### src/rtl/uart_tx_buffered.sv
module uart_tx_buffered #(
  parameter int DEPTH = 16,
  parameter int DW = 9
) (
  input  logic          clk,
  input  logic          rst_n,
  input  logic          baud_tick,
  input  logic          run_en,
  input  logic          cts_en,
  input  logic          cts,
  input  logic          nine_bit,
  input  logic          fifo_mode,
  input  logic          loop_en,
  input  logic          wr_en,
  input  logic [DW-1:0] wr_data,
  input  logic          tx_flush,
  output logic          tx_line,
  output logic          loop_tap,
  output logic          tx_empty,
  output logic          tx_full,
  output logic          tx_half_empty
);
  localparam int PW = $clog2(DEPTH);
  localparam int CW = $clog2(DEPTH + 1);
  localparam int BW = $clog2(DW + 2);
  localparam logic [1:0] S_IDLE = 2'd0, S_SEND = 2'd1, S_STOP = 2'd2;

  logic [DW-1:0] mem [DEPTH];
  logic [PW-1:0] rd_q, wr_q;
  logic [CW-1:0] count_q;
  logic [1:0]    state_q;
  logic [BW-1:0] bit_q, last_bit;
  logic [DW-1:0] sh_q, load_data;
  logic          sh_full_q;
  logic          in_send, gate, stop_entry, frame_go, slot_free;
  logic          buf_any, pop, bypass, wr_ok, push, ovw, out_bit;

  assign in_send    = state_q == S_SEND;
  assign last_bit   = nine_bit ? BW'(DW) : BW'(DW - 1);
  assign gate       = baud_tick & run_en & (~cts_en | cts);
  assign stop_entry = in_send & baud_tick & (bit_q == last_bit);
  assign frame_go   = ~in_send & sh_full_q & gate;
  assign slot_free  = (~in_send & ~sh_full_q) | stop_entry;
  assign buf_any    = count_q != '0;
  assign pop        = slot_free & ~tx_flush & buf_any;
  assign bypass     = slot_free & ~tx_flush & ~buf_any & wr_en;
  assign load_data  = pop ? mem[rd_q] : wr_data;
  assign wr_ok      = wr_en & ~tx_flush & ~bypass;
  assign push       = wr_ok & (fifo_mode ? (count_q != CW'(DEPTH)) : (~buf_any | pop));
  assign ovw        = wr_ok & ~fifo_mode & buf_any & ~pop;

  always_ff @(posedge clk) begin
    if (push) mem[wr_q] <= wr_data;
    else if (ovw) mem[wr_q - PW'(1)] <= wr_data;
  end

  always_ff @(posedge clk or negedge rst_n) begin
    if (!rst_n) begin
      rd_q <= '0;
      wr_q <= '0;
      count_q <= '0;
    end else if (tx_flush) begin
      rd_q <= '0;
      wr_q <= '0;
      count_q <= '0;
    end else begin
      if (pop) rd_q <= rd_q + PW'(1);
      if (push) wr_q <= wr_q + PW'(1);
      count_q <= count_q + CW'(push) - CW'(pop);
    end
  end

  always_ff @(posedge clk or negedge rst_n) begin
    if (!rst_n) begin
      state_q   <= S_IDLE;
      bit_q     <= '0;
      sh_q      <= '0;
      sh_full_q <= 1'b0;
    end else begin
      if (frame_go) begin
        state_q   <= S_SEND;
        bit_q     <= '0;
        sh_full_q <= 1'b0;
      end else if (in_send && baud_tick) begin
        if (bit_q == last_bit) state_q <= S_STOP;
        else bit_q <= bit_q + BW'(1);
      end else if (state_q == S_STOP && baud_tick) begin
        state_q <= S_IDLE;
      end
      if (pop || bypass) begin
        sh_q      <= load_data;
        sh_full_q <= 1'b1;
      end
    end
  end

  assign out_bit       = in_send ? ((bit_q == '0) ? 1'b0 : sh_q[bit_q - BW'(1)]) : 1'b1;
  assign tx_line       = loop_en ? 1'b1 : out_bit;
  assign loop_tap      = loop_en ? out_bit : 1'b1;
  assign tx_empty      = ~in_send & ~sh_full_q;
  assign tx_full       = fifo_mode ? (count_q == CW'(DEPTH)) : buf_any;
  assign tx_half_empty = fifo_mode ? (count_q <= CW'(DEPTH / 2)) : ~buf_any;
endmodule


### config.mk
export PLATFORM = sky130hd
export DESIGN_NAME = uart_tx_buffered
export DESIGN_NICKNAME = d
export VERILOG_FILES = /design/src/rtl/uart_tx_buffered.sv
export SDC_FILE = /design/constraint.sdc
export NUM_CORES = 1
export LEC_CHECK = 0
export BUFFER_PORTS_ARGS = -buffer_cell sky130_fd_sc_hd__buf_4
export CORE_ASPECT_RATIO = 0.75
export CORE_MARGIN = 3
export CORE_UTILIZATION = 60
export DETAILED_ROUTE_END_ITERATION = 10
export PLACE_DENSITY = 0.76
export SYNTH_ARGS = -nofsm -noshare
export SYNTH_HDL_FRONTEND = slang
export SYNTH_SLANG_ARGS = --single-unit
### constraint.sdc
create_clock -name clk -period 3.7 [get_ports clk]
set_input_delay 0.185 -clock clk [delete_from_list [all_inputs] [get_ports clk]]
set_output_delay 0.185 -clock clk [all_outputs]
set_load 0.01 [all_outputs]
After elaboration in Yosys (flattened, before gate mapping)
Memory sizes are Yosys's and may differ from the RTL's.
Cells that the tools add are included.
{"block": "totals", "reg_bits": 29, "out_inout_bits": 5, "memories": 1, "ramBits": 144}
{"name": "mem", "depth": 16, "word_bits": 9, "read_ports": 1, "rd_ports_with_merged_regs": 0, "write_ports": 1, "line_no": "28", "source": "logic [DW-1:0] mem [DEPTH];"}
{"block": "op_classes", "muxes": 33, "n_eq_ne": 7, "reduce_logical": 13, "n_lt_le_gt_ge": 2, "n_addsub": 7, "n_bitwise": 28}
{"operator": "two-way mux 4 bit", "count": 8}
{"operator": "two-way mux 9 bit", "count": 2}
{"operator": "AND 1 bit", "count": 17}
{"operator": "two-way mux 1 bit", "count": 17}
{"operator": "adder 4 x 1 -> 4 bit, second input constant", "count": 3}
{"operator": "OR reduction 9 bit", "count": 1}
{"operator": "two-way mux 2 bit", "count": 4}
{"operator": "inverter 1 bit", "count": 8}
{"operator": "nonzero test 2 bit", "count": 4}
{"operator": "subtractor 4 x 1 -> 4 bit, second input constant", "count": 2}
{"operator": "adder 5 x 1 -> 5 bit", "count": 1}
{"operator": "equality test 5 bit, second input constant", "count": 1}
{"operator": "less-or-equal comparator 5 x 4 -> 1 bit, second input constant", "count": 1}
{"operator": "< comparator 4 x 5 -> 1 bit, second input constant", "count": 1}
{"operator": "two-way mux 5 bit", "count": 1}
{"operator": "inequality test 5 bit, second input constant", "count": 1}
{"operator": "nonzero test 5 bit", "count": 1}
{"operator": "subtractor 5 x 1 -> 5 bit", "count": 1}
{"operator": "binary-select mux 1 bit (select 4 bit)", "count": 1}
{"operator": "equality test 4 bit", "count": 1}
{"operator": "zero test 4 bit", "count": 1}
{"operator": "AND reduction 2 bit", "count": 2}
{"operator": "inequality test 3 x 2 -> 1 bit, second input constant", "count": 1}
{"operator": "bitwise OR 1 bit", "count": 3}
{"operator": "other kinds (6)", "count": 7}

Depth between registers and ports, before layout
Gate-level depths: netlist of run 1.
{"block": "depth", "word_depth": 17, "mapped_depth": 17, "depth_no_buf": 16}

Least setup slack after synthesis of run 1
OpenSTA, ideal clock, no wires.
{"block": "synth_path", "path_type": "flip-flop to flip-flop", "startpoint": "register count_q[2]", "endpoint": "register count_q[4]", "arrival_time_ns": 2.792, "n_path_buf": 0, "period_less_slack_ns": 2.928, "setup_slack_ns": 0.772, "required_time_ns": 3.564, "path_stages_with_launch": 17, "cell_sequence": "dfrtp_1 inv_1 ha_1 or3b_1 a21oi_1 nand3_2 nand2_1 ha_1 inv_1 ha_1 inv_1 fa_1 inv_1 a21oi_1 nor2_1 or3_1 a21oi_1"}
{"block": "synth_via", "elab_chain_cells": 10, "elab_cells_between_ends": 14}
{"element": "start, declared", "line_no": "30", "source": "logic [CW-1:0] count_q;"}
{"element": "start signal, assigned", "line_no": "69", "source": "count_q <= count_q + CW'(push) - CW'(pop);"}
{"element": "nonzero test 5 bit", "line_no": "44", "source": "assign buf_any = count_q != '0;"}
{"element": "inverter 1 bit", "line_no": "46, 49"}
{"element": "AND 1 bit (2 in a row)", "line_no": "46", "source": "assign bypass = slot_free & ~tx_flush & ~buf_any & wr_en;"}
{"element": "inverter 1 bit", "line_no": "48", "source": "assign wr_ok = wr_en & ~tx_flush & ~bypass;"}
{"element": "AND 1 bit", "line_no": "48"}
{"element": "AND 1 bit", "line_no": "49", "source": "assign push = wr_ok & (fifo_mode ? (count_q != CW'(DEPTH)) : (~buf_any | pop));"}
{"element": "adder 5 x 1 -> 5 bit", "line_no": "69"}
{"element": "subtractor 5 x 1 -> 5 bit (*)", "line_no": "69"}
{"element": "two-way mux 5 bit (*)", "line_no": "62", "source": "end else if (tx_flush) begin"}
Mark *: on every way between the ends. The rest lies on a longest branch, timed or not.
A chain may end at the register's enable or synchronous reset.

Worst setup path after layout of run 1
{"block": "layout_path", "startpoint": "register count_q[3]", "endpoint": "register count_q[4]"}
The elaborated chain is that of the path after synthesis.

==> results of run 1 <==
-- repair_timing --
action / 4_1_cts / 5_1_grt
buffers inserted: 0 / 0
endpoints found under the setup margin: 0 / 0
hold endpoints to repair: 29 / 0
hold buffers: 1 / 0
-- layout make-up --
class,count,area [µm²]
clock inverters,13,93.8
well taps,166,208
multi-input cells,291,2500
repair buffers,50,390
fillers,827,3730
inverters,20,75.1
flip-flops and latches,173,5050
clock buffers,19,433
-- synthesized netlist by cell type (all sizes together), types with 3 or more instances --
| cell | n | share of area |
|---|---|---|
| inv | 20 | 0.0097 |
| nand2 | 29 | 0.014 |
| buf | 17 | 0.014 |
| o211ai | 10 | 0.0097 |
| nand3b | 4 | 0.0039 |
| mux2i | 19 | 0.024 |
| a311oi | 10 | 0.011 |
| nor3 | 7 | 0.0045 |
| a21o | 4 | 0.0039 |
| nand4 | 3 | 0.0024 |
| nor4b | 5 | 0.0076 |
| mux4 | 30 | 0.087 |
| clkbuf | 9 | 0.0043 |
| a21oi | 21 | 0.014 |
| a221o | 8 | 0.010 |
| dfrtp | 29 | 0.093 |
| nor2b | 12 | 0.0097 |
| nor2 | 29 | 0.014 |
| xor2 | 4 | 0.0045 |
| nand2b | 6 | 0.0058 |
| o21ai | 15 | 0.0097 |
| ha | 13 | 0.021 |
| a32oi | 4 | 0.0045 |
| edfxtp | 144 | 0.56 |
| o31ai | 3 | 0.0029 |
| nand3 | 20 | 0.014 |
-- state kept, by name (all words and copies together) (netlist names) --
register and cells:
state_q 2, sh_q 9, count_q 5, wr_q 4
mem 144, bit_q 4, sh_full_q 1, rd_q 4
-- where the power goes --
group	internal [mW]	switching [mW]
Clock	0.861	0.738
Combinational	0.783	0.960
Sequential	2.30	0.182
-- per-stage QoR --
stage	cells	power [mW]	setup slack [ns]	hold WS (ns)
2_1_floorplan	510	3.77	0.772	-0.111
3_3_place_gp	699	4.16	0.721	0.131
3_5_place_dp	699	4.23	0.601	0.143
4_1_cts	732	5.83	0.585	0.0328
5_1_grt	732	6.11	0.288	0.0422
6_report	732	5.82	0.544	0.0476
-- cell families after synthesis --
logic type | Yosys count | share of synthesized area
flops | 173 | 0.650
fa+ha+maj | 14 | 0.0235
compound gates | 95 | 0.0926
xor+xnor | 6 | 0.00677
simple gates | 127 | 0.0876
mux | 49 | 0.111
buf+inv | 46 | 0.0277
-- layer usage --
| metal | track usage | vias to the layer above | wire length [µm] | share of wire |
|---|---|---|---|---|
| li1 | - | 2108 | - | - |
| met1 | 0.374 | 2418 | 7170 | 0.42 |
| met3 | 0.0549 | 33 | 1320 | 0.078 |
| met2 | 0.385 | 246 | 8250 | 0.48 |
| met4 | 0.0705 | 0 | 287 | 0.017 |
| met5 | 0 | - | 0 | 0 |
-- worst paths after layout --
check | startpoint | endpoint | slack (ns) | depth (start not counted)
max | count_q[3] | count_q[4] | 0.54 | 17
min | tx_flush | count_q[4] | 0.05 | 2
max reg2reg | count_q[3] | count_q[4] | 0.54 | 17
min reg2reg | sh_q[7] | sh_q[7] | 0.52 | 2
max in group asynchronous | rst_n | rd_q[0] | 3.11 | 2
min in group asynchronous | rst_n | wr_q[3] | 0.26 | 2
==> impl_metrics.py, run 1 <==
metrics = {
    "clocking": {
        "cts_buffers": 17,
        "clockBufferDepth": 2,
        "cts_num_sinks": 173,
        "clock_latency_ns": 0.42,
        "ctsResizeCount": 0,
        "ctsHtreeMaxLevel": 4,
        "clockRootBuffer": "clkbuf_16",
        "cts_tree": "done",
        "clk_pin_slew_worst_paths_ns": 0.06,
    },
    "routing": {
        "via_count": 4805,
        "firstDrtPassIters": 5,
        "avgRoutedWirePerCell_um": 23.3,
        "drt_iter0_drc": 757,
        "drc": 0,
        "via_per_inst": 6.56,
        "antenna_left": 0,
        "routed_wirelength_um": 17000,
    },
    "placed_design": {
        "place_hpwl_um": 11200,
        "gp_congestion": 0.847,
        "port_buffers": 24,
        "dpl-instance-area_um2": 8220,
    },
    "worst_setup_path": {
        "critPathBufInv": 6,
        "crit_type": "flop to flop",
        "crit_path_frequent_cell": "inv_1",
        "cp_max_fo": 23,
        "worst_setup_path_start_kind": "flop",
        "cpMaxStageDelayCell": "dfrtp_1",
        "worstPathRequired_ns": 4.05,
        "crit_chain": "inv_1 -> ha_1 -> nor4b_4 -> nor2_1 -> o21ai_1 -> buf_4 -> inv_1 -> ha_1 -> inv_1 -> ha_1 -> inv_1 -> fa_1 -> inv_1 -> a21oi_1 -> nor2_1 -> or3_1 -> a21oi_1",
        "end_kind": "flop",
        "crit_family": "simple AND/OR/NAND/NOR gates",
        "crit_path_max_incr_delay_ns": 0.39,
        "worstPathArrival_ns": 3.51,
    },
    "flow_run": {
        "max-cap-violations": 0,
    },
    "synthesis": {
        "synth_edf_count": 144,
        "ys_seq_elements": 173,
        "syn-instance-count": 510,
        "ys_async_sr_fraction": 0.168,
        "ys.warnings.count": 0,
        "synthFlopType": "edfxtp_1",
        "ys_types": 63,
        "synth_fp_nets": 544,
        "yosysSeqAreaShare": 0.650,
        "synth_area_um2": 7770,
        "syn_avg_cell_area_um2": 15.2,
    },
    "timing": {
        "clock_skew_ns": 0.00994,
        "max_freq_mhz": 317,
        "setup_viol": 0,
        "min_period_ns": 3.16,
        "drv_slew": 0,
        "tightest_slew_ns": 0.684,
        "hold_viol": 0,
        "rsz0062_at_grt": "no",
        "fin_crit_sh": 0.853,
        "setup-tns-final_ns": 0,
        "max_slew_margin": 0.543,
    },
    "layout": {
        "nNetsFinal": 587,
        "layout_commonest_cell": "edfxtp_1",
        "final_cell_mix": "144 x edfxtp_1, 48 x buf_4, 30 x mux4_2",
        "antennaDiodeCount": 0,
        "utilization": 0.701,
        "area_delta_synth_final_pct": 12.7,
        "drive_gt1_frac": 0.214,
        "final_area_um2": 8750,
    },
    "pwr": {
        "p_leak_nw": 3.05,
        "irDropWorstVdd_uv": 376,
        "cellPowerDensity_nw_per_um2": 665,
    },
    "hold_path": {
        "hp-class": "primary input to flop",
    },
    "global_routing": {
        "grt_max_degree": 36,
        "grt_pass1_vias": 4752,
        "antenna_found_initial": 0,
        "grt_use_total": 0.253,
        "grt_pass1_wl_um": 26900,
        "grt.overflow.total": 0,
    },
    "floorplanning": {
        "initial_utilization": 0.622,
        "die_area_um2": 14400,
        "num_rows": 35,
        "coreArea_um2": 12500,
        "fp.dieH_um": 105,
        "fp.dieW_um": 137,
        "num_io_pins": 25,
    },
    "status": {
        "outcome": "finished clean",
    },
}
(Power assumes the default switching activity.)
==> run 2, diff against run 1 <==
--- a/config.mk
+++ b/config.mk
@@ -6,6 +6,7 @@
 export NUM_CORES = 1
 export LEC_CHECK = 0
 export BUFFER_PORTS_ARGS = -buffer_cell sky130_fd_sc_hd__buf_4
+export CAP_MARGIN = 10
 export CORE_ASPECT_RATIO = 0.75
 export CORE_MARGIN = 3
 export CORE_UTILIZATION = 60
@@ -14,3 +15,4 @@
 export SYNTH_ARGS = -nofsm -noshare
 export SYNTH_HDL_FRONTEND = slang
 export SYNTH_SLANG_ARGS = --single-unit
+export TNS_END_PERCENT = 100
==> constraint.sdc (replaced) <==
create_clock -name clk -period 3.7 [get_ports clk]
set_input_delay 0.74 -clock clk [delete_from_list [all_inputs] [get_ports clk]]
set_output_delay 0.74 -clock clk [all_outputs]
set_load 0.01 [all_outputs]
==> run 2 against run 1 <==
Count of clock-buffer cells in the layout fell by 1. Wire length rose by 1.1%. Total power rose by 3.1%. Worst hold slack improved by 0.17 ns. Final cell count rose by 0.14%. Non-clock buffer count rose by 1. Largest cell class unchanged. Die area did not move.
==> impl_metrics.py, run 2 (synthesis results as in run 1) <==
metrics = {
    "layout": {
        "nNetsFinal": 588,
        "fin_cells": 733,
        "largest_register_ffs": 144,
        "top_register": "mem",
        "layout_commonest_cell": "edfxtp_1",
        "drive_gt1_frac": 0.222,
        "utilization": 0.705,
        "area_delta_synth_final_pct": 13.2,
        "final_cell_mix": "144 x edfxtp_1, 50 x buf_4, 30 x mux4_2",
        "antennaDiodeCount": 0,
        "largestRegisters": "mem x144, sh_q x9, count_q x5",
    },
    "placed_design": {
        "port_buffers": 24,
        "place_hpwl_um": 11400,
        "place_inst": 701,
        "gp_congestion": 0.880,
    },
    "status": {
        "outcome": "finished clean",
    },
    "floorplanning": {
        "die_area_um2": 14400,
        "coreArea_um2": 12500,
        "num_io_pins": 25,
        "fp.dieH_um": 105,
        "fp.dieW_um": 137,
        "initial_utilization": 0.622,
        "num_rows": 35,
    },
    "worst_setup_path": {
        "cp-endpoint": "loop_tap",
        "r2r_slack_ns": 0.55,
        "end_kind": "output port",
        "cp_max_fo": 10,
        "worstReg2RegEnd": "count_q[4]",
        "worstPathArrival_ns": 2.69,
        "setup.worst_path.start": "bit_q[0]",
        "crit_type": "flop to output port",
        "rr_worst_depth": 16,
        "worst_setup_path_start_kind": "flop",
        "worstPathRequired_ns": 2.96,
        "r2r-start": "count_q[2]",
    },
    "timing": {
        "drv_slew": 0,
        "max_freq_mhz": 292,
        "fin_crit_sh": 0.927,
        "tightest_slew_ns": 0.839,
        "min_period_ns": 3.43,
        "clock_skew_ns": 0.0107,
        "rsz0062_at_grt": "no",
        "hold_viol": 0,
        "setup-tns-final_ns": 0,
        "max_slew_margin": 0.439,
        "setup_viol": 0,
    },
    "global_routing": {
        "antenna_found_initial": 0,
        "grt_pass1_vias": 4754,
        "grt.overflow.total": 0,
        "grt_pass1_wl_um": 26900,
        "grt_use_total": 0.256,
        "grt_max_degree": 30,
    },
    "clocking": {
        "ctsHtreeMaxLevel": 4,
        "clockRootBuffer": "clkbuf_16",
        "cts_tree": "done",
        "clk_pin_slew_worst_paths_ns": 0.07,
        "cts_buffers": 17,
        "cts_num_sinks": 173,
        "clockBufferDepth": 2,
        "clock_latency_ns": 0.44,
    },
    "routing": {
        "antenna_left": 0,
        "drc": 0,
        "via_count": 4746,
        "avgRoutedWirePerCell_um": 23.5,
        "routed_wirelength_um": 17200,
        "firstDrtPassIters": 5,
        "drt_iter0_drc": 558,
        "via_per_inst": 6.47,
    },
    "pwr": {
        "irDropWorstVdd_uv": 470,
        "p_leak_nw": 3.08,
        "cellPowerDensity_nw_per_um2": 683,
    },
    "flow_run": {
        "max-cap-violations": 0,
    },
    "hold_path": {
        "hp-class": "primary input to asynchronous set/reset pin",
    },
}
-- run 2: cell types whose count changed in the layout (fill, tap and decap cells not counted), moves of 2 or more --
cell,previous run,this run
buf_4,48,50
clkinv_4,3,1
clkinvlp_4,3,1
inv_6,3,5
inv_8,0,2
-- run 2: area by class of cell --
class | instances | area, µm²
Inverter | 20 | 75.1
Fill cell | 833 | 3690
Clock buffer | 18 | 429
Multi-Input combinational cell | 291 | 2500
Timing Repair Buffer | 51 | 395
Clock inverter | 14 | 133
Sequential cell | 173 | 5050
Tap cell | 166 | 208
-- run 2: critical path: stages (launching register included) --
cell and delay (ns):
dfrtp_2 0.50, inv_1 0.12, ha_1 0.41, mux4_2 0.39, mux2i_1 0.15, a22oi_1 0.10
o32ai_1 0.33, nand2_1 0.10, buf_4 0.15
-- run 2: worst min path at each step --
stage | startpoint | endpoint | slack [ns] | depth (start not counted)
global placement | sh_q[7] | sh_q[7] | 0.50 | 2
floorplan | rst_n | bit_q[0] | 0.44 | 0
global route | rst_n | count_q[4] | 0.24 | 1
detailed placement | sh_q[7] | sh_q[7] | 0.51 | 2
finish | rst_n | count_q[4] | 0.22 | 1
CTS | rst_n | count_q[4] | 0.22 | 1
-- run 2: where the power goes --
group,switching [mW],internal (mW)
clock network,0.795,0.942
logic,0.973,0.806
registers,0.188,2.30
total,1.96,4.05
-- run 2: timing repair --
action | in CTS | in global routing
gates resized for setup | 0 | 1
hold buffers | 0 | 0
endpoints found under the setup margin | 0 | 2
buffers inserted | 0 | 0
-- run 2: metal layers --
layer  vias up  track usage  routed length [µm]  share of wire
met3        23       0.0654                1540          0.089
met5         -            0                   0              0
met2       235        0.391                8520           0.49
li1       2105            -                   -              -
met1      2383        0.363                6900           0.40
met4         0       0.0883                 254          0.015
-- run 2: stage by stage --
stage | worst slack (ns) | hold slack, ns | total power, mW | area, µm²
final | 0.271 | 0.220 | 6.00 | 8790
after detailed placement | 0.441 | 0.507 | 4.29 | 8230
after CTS | 0.111 | 0.224 | 6.01 | 8790
after global routing | 0.0433 | 0.242 | 6.29 | 8790
after floorplan | 0.600 | 0.444 | 3.77 | 7770
after global placement | 0.514 | 0.499 | 4.21 | 8230
